--- src/rtl/apbridge_pkg.sv ---
package apbridge_pkg;

    localparam int MMIO_AW   = 24;
    localparam int DATA_W    = 32;
    localparam int STRB_W    = DATA_W / 8;
    localparam int MEM_AW    = 40;
    localparam int WIN_SHIFT = 16;
    localparam int BASE_W    = MEM_AW - WIN_SHIFT;
    localparam int OFF_W     = 20;
    localparam int PAGE_W    = MMIO_AW - OFF_W;
    localparam int TGT_W     = 2;
    localparam int TGT_LSB   = BASE_W;
    localparam int TGT_BYTE  = TGT_LSB / 8;
    localparam int WORD_LSB  = 2;

    localparam logic [MMIO_AW-1:0] APER_START  = 24'h70_0000;
    localparam logic [MMIO_AW-1:0] WINREG_ADDR = 24'h00_1700;
    localparam logic [DATA_W-1:0]  DROP_RDATA  = '1;

    typedef enum logic [TGT_W-1:0] {
        TGT_LOCAL = 2'b00,
        TGT_SYS_A = 2'b01,
        TGT_SYS_B = 2'b10,
        TGT_SYS_C = 2'b11
    } tgt_e;

    typedef enum logic [1:0] {
        ACC_NONE,
        ACC_WINREG,
        ACC_APER_MEM,
        ACC_APER_DROP
    } acc_e;

    typedef struct packed {
        tgt_e              tgt;
        logic [BASE_W-1:0] base;
    } win_t;

    typedef struct packed {
        logic [MEM_AW-1:0] addr;
        logic              we;
        logic [DATA_W-1:0] wdata;
        logic [STRB_W-1:0] strb;
    } mem_cmd_t;

    function automatic logic [MEM_AW-1:0] win_translate(
        input logic [BASE_W-1:0] base,
        input logic [OFF_W-1:0]  off
    );
        return {base, {WIN_SHIFT{1'b0}}} + MEM_AW'(off);
    endfunction

    function automatic logic [DATA_W-1:0] win_pack(input win_t w);
        return DATA_W'({w.tgt, w.base});
    endfunction

endpackage

--- src/rtl/apbridge_decode.sv ---
module apbridge_decode
    import apbridge_pkg::*;
(
    input  logic [MMIO_AW-1:0] addr,
    input  tgt_e               tgt,
    output acc_e               kind,
    output logic [OFF_W-1:0]   off
);

    localparam logic [PAGE_W-1:0] APER_PAGE = APER_START[MMIO_AW-1:OFF_W];

    always_comb begin
        off = addr[OFF_W-1:0];
        if (addr[MMIO_AW-1:OFF_W] == APER_PAGE) begin
            kind = (tgt == TGT_LOCAL) ? ACC_APER_MEM : ACC_APER_DROP;
        end else if (addr[MMIO_AW-1:WORD_LSB] == WINREG_ADDR[MMIO_AW-1:WORD_LSB]) begin
            kind = ACC_WINREG;
        end else begin
            kind = ACC_NONE;
        end
    end

endmodule

--- src/rtl/apbridge_winreg.sv ---
module apbridge_winreg
    import apbridge_pkg::*;
(
    input  logic              clk,
    input  logic              rst,
    input  logic              wr_en,
    input  logic [DATA_W-1:0] wdata,
    input  logic [STRB_W-1:0] wstrb,
    output win_t              win,
    output logic [DATA_W-1:0] rd_word
);

    localparam int BASE_BYTES = BASE_W / 8;

    logic [BASE_W-1:0] base_w;
    tgt_e              tgt_q;

    for (genvar g = 0; g < BASE_BYTES; g++) begin : g_base_byte
        logic [7:0] byte_q;
        always_ff @(posedge clk) begin
            if (rst) begin
                byte_q <= '0;
            end else if (wr_en && wstrb[g]) begin
                byte_q <= wdata[g*8 +: 8];
            end
        end
        assign base_w[g*8 +: 8] = byte_q;
    end

    always_ff @(posedge clk) begin
        if (rst) begin
            tgt_q <= TGT_LOCAL;
        end else if (wr_en && wstrb[TGT_BYTE]) begin
            tgt_q <= tgt_e'(wdata[TGT_LSB +: TGT_W]);
        end
    end

    always_comb begin
        win.tgt  = tgt_q;
        win.base = base_w;
        rd_word  = win_pack(win);
    end


    tgt_hold_chk: assert property (@(posedge clk) disable iff (rst)
        !(wr_en && wstrb[TGT_BYTE]) |=> $stable(tgt_q));


    base_hold_chk: assert property (@(posedge clk) disable iff (rst)
        !wr_en |=> $stable(base_w));

endmodule

--- src/rtl/apbridge_seq.sv ---
module apbridge_seq
    import apbridge_pkg::*;
(
    input  logic              clk,
    input  logic              rst,
    input  logic              start,
    input  mem_cmd_t          cmd_in,
    input  logic              mem_ack,
    input  logic [DATA_W-1:0] mem_rdata,
    output logic              idle,
    output logic              done,
    output logic [DATA_W-1:0] rdata,
    output logic              mem_req,
    output mem_cmd_t          mem_cmd
);

    typedef enum logic [1:0] {SQ_IDLE, SQ_WAIT, SQ_DONE} sq_e;

    sq_e               state_q;
    mem_cmd_t          cmd_q;
    logic [DATA_W-1:0] rdata_q;

    always_ff @(posedge clk) begin
        if (rst) begin
            state_q <= SQ_IDLE;
            cmd_q   <= '0;
            rdata_q <= '0;
        end else begin
            case (state_q)
                SQ_IDLE: if (start) begin
                    cmd_q   <= cmd_in;
                    state_q <= SQ_WAIT;
                end
                SQ_WAIT: if (mem_ack) begin
                    rdata_q <= mem_rdata;
                    state_q <= SQ_DONE;
                end
                default: state_q <= SQ_IDLE;
            endcase
        end
    end

    always_comb begin
        idle    = (state_q == SQ_IDLE);
        done    = (state_q == SQ_DONE);
        mem_req = (state_q == SQ_WAIT);
        mem_cmd = cmd_q;
        rdata   = rdata_q;
    end


    req_hold_chk: assert property (@(posedge clk) disable iff (rst)
        mem_req && !mem_ack |=> mem_req && $stable(mem_cmd));


    ack_done_chk: assert property (@(posedge clk) disable iff (rst)
        mem_req && mem_ack |=> !mem_req && $stable(mem_cmd));

endmodule

--- src/rtl/mmio_window_bridge.sv ---
module mmio_window_bridge
    import apbridge_pkg::*;
(
    input  logic               clk,
    input  logic               rst,
    input  logic               mmio_valid,
    input  logic               mmio_write,
    input  logic [MMIO_AW-1:0] mmio_addr,
    input  logic [DATA_W-1:0]  mmio_wdata,
    input  logic [STRB_W-1:0]  mmio_strb,
    output logic               mmio_ready,
    output logic [DATA_W-1:0]  mmio_rdata,
    output logic               mmio_err,
    output logic               mem_req,
    output logic               mem_we,
    output logic [MEM_AW-1:0]  mem_addr,
    output logic [DATA_W-1:0]  mem_wdata,
    output logic [STRB_W-1:0]  mem_strb,
    input  logic               mem_ack,
    input  logic [DATA_W-1:0]  mem_rdata
);

    win_t              win;
    logic [DATA_W-1:0] reg_word;
    acc_e              kind;
    logic [OFF_W-1:0]  off;
    mem_cmd_t          cmd_in;
    mem_cmd_t          cmd_out;
    logic              seq_idle;
    logic              seq_done;
    logic [DATA_W-1:0] seq_rdata;
    logic              seq_start;
    logic              local_ack;
    logic              reg_wr;
    logic              err_q;

    apbridge_decode u_decode (
        .addr (mmio_addr),
        .tgt  (win.tgt),
        .kind (kind),
        .off  (off)
    );

    apbridge_winreg u_winreg (
        .clk     (clk),
        .rst     (rst),
        .wr_en   (reg_wr),
        .wdata   (mmio_wdata),
        .wstrb   (mmio_strb),
        .win     (win),
        .rd_word (reg_word)
    );

    always_comb begin
        cmd_in.addr  = win_translate(win.base, off);
        cmd_in.we    = mmio_write;
        cmd_in.wdata = mmio_wdata;
        cmd_in.strb  = mmio_strb;
        seq_start    = seq_idle && mmio_valid && (kind == ACC_APER_MEM);
        local_ack    = seq_idle && mmio_valid && (kind != ACC_APER_MEM);
        reg_wr       = local_ack && mmio_write && (kind == ACC_WINREG);
        mmio_ready   = local_ack || seq_done;
    end

    apbridge_seq u_seq (
        .clk       (clk),
        .rst       (rst),
        .start     (seq_start),
        .cmd_in    (cmd_in),
        .mem_ack   (mem_ack),
        .mem_rdata (mem_rdata),
        .idle      (seq_idle),
        .done      (seq_done),
        .rdata     (seq_rdata),
        .mem_req   (mem_req),
        .mem_cmd   (cmd_out)
    );

    always_comb begin
        mmio_rdata = '0;
        if (seq_done) begin
            mmio_rdata = seq_rdata;
        end else if (local_ack && !mmio_write) begin
            case (kind)
                ACC_WINREG:    mmio_rdata = reg_word;
                ACC_APER_DROP: mmio_rdata = DROP_RDATA;
                default:       mmio_rdata = '0;
            endcase
        end
    end

    always_ff @(posedge clk) begin
        if (rst) begin
            err_q <= 1'b0;
        end else begin
            err_q <= local_ack && (kind == ACC_APER_DROP);
        end
    end

    always_comb begin
        mmio_err  = err_q;
        mem_we    = cmd_out.we;
        mem_addr  = cmd_out.addr;
        mem_wdata = cmd_out.wdata;
        mem_strb  = cmd_out.strb;
    end


    no_ready_while_pending_chk: assert property (@(posedge clk) disable iff (rst)
        mem_req |-> !mmio_ready);


    drop_err_chk: assert property (@(posedge clk) disable iff (rst)
        mmio_valid && mmio_ready && kind == ACC_APER_DROP |=> mmio_err && !mem_req);


    err_source_chk: assert property (@(posedge clk) disable iff (rst)
        mmio_err |-> $past(mmio_valid && mmio_ready));


    mem_issue_chk: assert property (@(posedge clk) disable iff (rst)
        $rose(mem_req) |-> $past(mmio_valid && kind == ACC_APER_MEM));


    unmapped_zero_chk: assert property (@(posedge clk) disable iff (rst)
        mmio_valid && seq_idle && kind == ACC_NONE |-> mmio_ready && mmio_rdata == '0);

endmodule

--- config.mk ---
export PLATFORM = sky130hd
export DESIGN_NAME = mmio_window_bridge
export DESIGN_NICKNAME = d
export VERILOG_FILES = /design/src/rtl/apbridge_pkg.sv /design/src/rtl/apbridge_decode.sv /design/src/rtl/apbridge_winreg.sv /design/src/rtl/apbridge_seq.sv /design/src/rtl/mmio_window_bridge.sv
export SDC_FILE = /design/constraint.sdc
export NUM_CORES = 1
export LEC_CHECK = 0
export ABC_AREA = 1
export CELL_PAD_IN_SITES_DETAIL_PLACEMENT = 0
export CELL_PAD_IN_SITES_GLOBAL_PLACEMENT = 2
export CORE_MARGIN = 2
export CORE_UTILIZATION = 26
export DETAILED_ROUTE_END_ITERATION = 8
export PLACE_DENSITY = 0.89
export RECOVER_POWER = 25
export SLEW_MARGIN = 40
export SYNTH_ARGS = -nofsm -noshare
export SYNTH_HDL_FRONTEND = slang
export SYNTH_SLANG_ARGS = --single-unit
export TNS_END_PERCENT = 5
--- constraint.sdc ---
create_clock -name clk -period 3.5 [get_ports clk]
set_clock_uncertainty 0.1 [all_clocks]
set_input_delay 0.7 -clock clk [delete_from_list [all_inputs] [get_ports clk]]
set_output_delay 0.7 -clock clk [all_outputs]
set_load 0.02 [all_outputs]
* Yosys cells after proc, flatten, opt, wreduce, memory -nomap -nowiden
Index checks and enable logic that the tools add are counted.
** Operators by class
- Reduce and logical (&&, ||, !) cells :: 18
- Order comparisons :: 0
- Muxes and demuxes :: 9
- Bitwise operators :: 0
- Divide/modulo/power cells :: 0
- Equal/unequal tests :: 10
- Multipliers :: 0
- Add/sub/neg operators :: 1
- Shift-type cells :: 0
** Operator list (number)
- $mux W32 :: 2
- $pmux W32 S2 :: 1
- $add A40 B20 Y40 :: 1
- $eq A22 B11 Y1 const B :: 1
- $logic_and A1 B1 Y1 :: 11
- $eq A2 B2 Y1 const B :: 3
- $mux W2 :: 3
- $reduce_and A2 Y1 :: 3
- $eq A2 B1 Y1 const B :: 2
- $eq A4 B3 Y1 const B :: 1
- $logic_not A2 Y1 :: 2
- $ne A2 B1 Y1 const B :: 2
- $pmux W2 S2 :: 1
- $mux W1 :: 2
- $ne A2 B2 Y1 const B :: 1
- $logic_not A1 Y1 :: 1
- $logic_or A1 B1 Y1 :: 1
** Word-level totals
- Bits of input ports :: 97
- Bits in read-only memories :: 0
- Logic and storage cells :: 49
- Memories :: 0
- Latch bits :: 0
- Flip-flop bits (word level) :: 138
- RAM bits :: 0
- Output and inout bits :: 112

* Longest topological paths before layout
- Depth in word-level cells :: 8
- Mapped depth :: 11
- Mapped depth without buffers :: 11

* Cells and area by module
From an unflattened synthesis, not the netlist that was laid out.
** Second synthesis, totals
- Cells, all modules :: 1244
- Area, all modules :: 7795.0 µm²
** Modules (own cells, without submodules)
- apbridge_seq :: cells an instance 720, area each 4779.6 µm², sequential area each 2222.1 µm², times used 1
- mmio_window_bridge :: cells an instance 278, area each 1436.4 µm², sequential area each 20.0 µm², times used 1
- apbridge_winreg :: cells an instance 199, area each 1308.8 µm², sequential area each 520.5 µm², times used 1
- apbridge_decode :: cells an instance 47, area each 270.3 µm², sequential area each 0.0 µm², times used 1

* Least setup slack after synthesis
No wires, ideal clock.
- Path type :: in2out
- Start :: in mmio_addr[2]
- End :: out mmio_rdata[23]
- Data required time :: 2.700 ns
- Arrival :: 1.814 ns
- Path buffers :: 1
- Setup slack :: 0.886 ns
- Cell stages on the path :: 7
- Cells stage by stage :: or2_4 -> nor2_4 -> nand3_4 -> clkbuf_1 -> o21ai_0 -> nand2_1 -> o21ai_0
** Between the ends
- Longest elaborated chain between the ends :: 8
- Elaborated cells between the ends (all ways) :: 11
- Those cells by class :: eq/ne (4); mux (5); reduce/logical (2)
** RTL lines
- start, declared :: line mmio_window_bridge.sv:8 : input logic [MMIO_AW-1:0] mmio_addr,
- $eq A22 B11 Y1 * :: line apbridge_decode.sv:16 : end else if (addr[MMIO_AW-1:WORD_LSB] == WINREG_ADDR[MMIO_AW-1:WORD_LSB]) begin
- $mux W1 * :: line apbridge_decode.sv:16
- $mux W2 * :: line apbridge_decode.sv:14 : if (addr[MMIO_AW-1:OFF_W] == APER_PAGE) begin
- parallel branches: the longest is 3 deep, another holds $pmux W32 S2
- $mux W32 * :: line mmio_window_bridge.sv:83 : end else if (local_ack && !mmio_write) begin
- $mux W32 * :: line mmio_window_bridge.sv:81 : if (seq_done) begin
- end, declared :: line mmio_window_bridge.sv:12 : output logic [DATA_W-1:0] mmio_rdata,
Mark *: on every way between the ends.

* Worst setup path after layout
- Start :: in mmio_addr[10]
- End :: out mmio_rdata[3]
The elaborated chain is that of the path after synthesis.

==> metrics.yaml <==
placement:
  dp.cells: 1478
  detailed_place_hpwl_um: 16600
  place_ws_ps: -303
  port_buffers: 208
  globalplace.congestion: 0.843
logic_synthesis:
  yosysTopAreaCellShare_pct: 42.7
  synth_mux_area_share_pct: 0
  postSynthAreaPerCell_um2: 6.67
  synthTopCellsByArea: "dfxtp_1 (43%), nor2_1 (13%), o21ai_0 (12%)"
  synth_top_family_by_area: "simple AND/OR/NAND/NOR gates"
  synthXorXnorAreaFrac_pct: 0.677
  synth_nets: 1072
  synth_fa_ha_area_share_pct: 1.08
  synth_compound_area_share_pct: 16.1
  yosysMostFrequentCell: "nor2_1"
  synth_seq_cells: 138
  synth_edf_count: 0
  synthSimpleGateAreaFrac_pct: 29.7
  synth_common_cells: "nor2_1 (223), nand2_1 (164), o21ai_0 (150)"
  synth_flop_cell: "dfxtp_1"
  synth_area_leader_cell: "dfxtp_1"
  synth_async_sr_flop_share_pct: 0
  ys_seq_area_share_pct: 42.7
  ys_types: 31
  syn_inst: 970
  synth-warning-count: 0
  netlist_area_mm2: 0.00647
routing:
  ant_nets: 0
  via_count: 6574
  first_pass_iters: 4
  via_per_inst: 4.35
  wl_um: 22900
  wl_met3_um: 1190
  drc: 0
  avgRoutedWirePerCell_um: 15.2
  highest_layer: "met4"
  wirelength_met1_um: 10700
  met2WireLength_um: 10600
  drtIter0Drc: 396
sta:
  clock.fmax_ghz: 0.297
  period_needed_ps: 3370
  worst_slew_pin_slew_ps: 1540
  max-slew-margin-rel_pct: -2.57
  setup_tns_ps: 0
  setup_slack_ps: 131
  drv_slew: 43
  rsz0062_at_grt: "yes"
  hold_viol: 0
  setup_viol_count_final: 0
  fin_crit_sh_pct: 96.3
pwr:
  power_uw: 3980
  pwr_density_cell_mw_per_mm2: 414
  vdd_drop_max_uv: 282
  leakage_uw: 0.00408
floorplanning:
  fp.dieH_um: 162
  die_w_um: 162
  ioPinCount: 209
  rows: 57
  start_util_pct: 26.5
  core_mm2: 0.0244
  die_area_mm2: 0.0262
clock_network:
  tritoncts: "done"
  cts_hold_buf: 0
  h-tree-depth: 4
  cts_root_buffer: "clkbuf_16"
  cts_resized: 34
  numClockSinks: 138
  clkTransAtPathRegs_ps: 60
  post_cts_buffers: 0
  cts.path.max_buffers: 2
  cts-buffers-inserted: 17
  clock_latency_ps: 410
setup_path:
  crit_fanout: 25
  worst_ep_required_time_ps: 2700
  worstSetupPathType: "in2out"
  rrSetupSlack_ps: 720
  crit_path_end_kind: "output port"
  path_cells: "clkdlybuf4s50_1, inv_1, nor2_1, nand2_1, nor2_4, nand3_4, buf_12, o21ai_0, nand2_1, o21ai_0, clkdlybuf4s15_1"
  worst_ep_arrival_time_ps: 2570
  crit_slowest_cell: "clkdlybuf4s50_1"
  start_kind: "input port"
  cpPeakStageDelay_ps: 450
hold_path:
  hp-class: "reg2reg"
global_route:
  grt_max_degree: 121
  antenna_found_initial: 0
  overflow: 0
  grt_pass1_wl_um: 36400
  grt.total_usage_pct: 17.8
  grt_pass1_vias: 6580
cells_and_area:
  layout.nets: 1275
  drive_gt1_share_pct: 6.91
  final_cells: 1510
  antenna_cells: 0
  syn2layout_area_growth_pct: 48.6
flow_run:
  drv_cap: 1
run_status:
  status: "finished, violations left"
  violations: "max-capacitance violations, max-slew violations"
## cells by family (layout without fill, tap and decap cells)
family | count (synthesis) | after routing
and+or+nand+nor | 460 | 460
DFF | 138 | 138
AOI/OAI and AO/OA | 205 | 205
xor gates and xnor gates | 5 | 5
adders and majority gates | 5 | 5
buffers and inverters | 157 | 373
## critical path: cells and delay by family
family | cells | cell delay [ps]
buf+inv | 4 | 1000
simple gates | 5 | 620
compound gates | 2 | 240
## placed cells by master (no fill, tap or decap), types with 8 or more instances in the layout
cell type / synthesis / routed
nand3_1: 40 / 40
clkdlybuf4s50_1: 0 / 152
a21oi_1: 49 / 49
inv_1: 102 / 101
clkbuf_16: 0 / 17
nand2_1: 164 / 164
buf_4: 5 / 23
nor2_1: 223 / 221
dlygate4sd2_1: 0 / 9
dlygate4sd3_1: 0 / 24
nand4_1: 8 / 8
clkdlybuf4s15_1: 0 / 15
nand3b_1: 10 / 10
dfxtp_1: 138 / 138
o21ai_0: 150 / 151
clkbuf_2: 0 / 8
## final timing paths
| check | from | end | cells past startpoint |
|---|---|---|---|
| setup / recovery | mmio_addr[10] | mmio_rdata[3] | 11 |
| hold / removal | u_seq.rdata[13] | u_seq.rdata[13] | 2 |
| hold reg to reg | u_seq.rdata[13] | u_seq.rdata[13] | 2 |
| setup reg to reg | u_seq.state_q[0] | u_seq.rdata[12] | 6 |
## registers in the layout, summed over array words and instances, names as in the netlist
signal	flops
u_seq.state_q	2
u_seq.rdata	32
u_winreg.tgt_q	2
mmio_err	1
u_seq.mem_cmd	77
u_winreg.g_base_byte.byte_q	24
## routing by layer
| layer | GRT usage (%) | vias to the layer above |
|---|---|---|
| li1 | - | 3480 |
| met1 | 23.5 | 2935 |
| met2 | 28.4 | 145 |
| met3 | 4.24 | 14 |
| met4 | 6.32 | 0 |
| met5 | 0 | - |
## metrics by stage
stage	util, %	hold WS (ps)	area [µm²]
after CTS	39.5	348	9640
final	39.4	346	9610
after global placement	36.9	334	9000
after global routing	39.4	367	9610
after floorplan	-	325	6470
after detailed placement	36.9	339	9000
## final cells by class
type / count / area [µm²]
sequential: 138 / 2760
clock inverter: 10 / 215
multi-input combinational: 675 / 3090
timing repair buffer: 237 / 2300
tap: 324 / 405
fill: 2578 / 14800
clock buffer: 22 / 454
inverter: 104 / 392
## power by group
group / internal (µW) / total [µW] / switching, µW
clock network: 1360 / 2070 / 706
registers: 1590 / 1600 / 9.51
logic: 165 / 307 / 142
No activity file was read; power rests on OpenSTA's default activity.
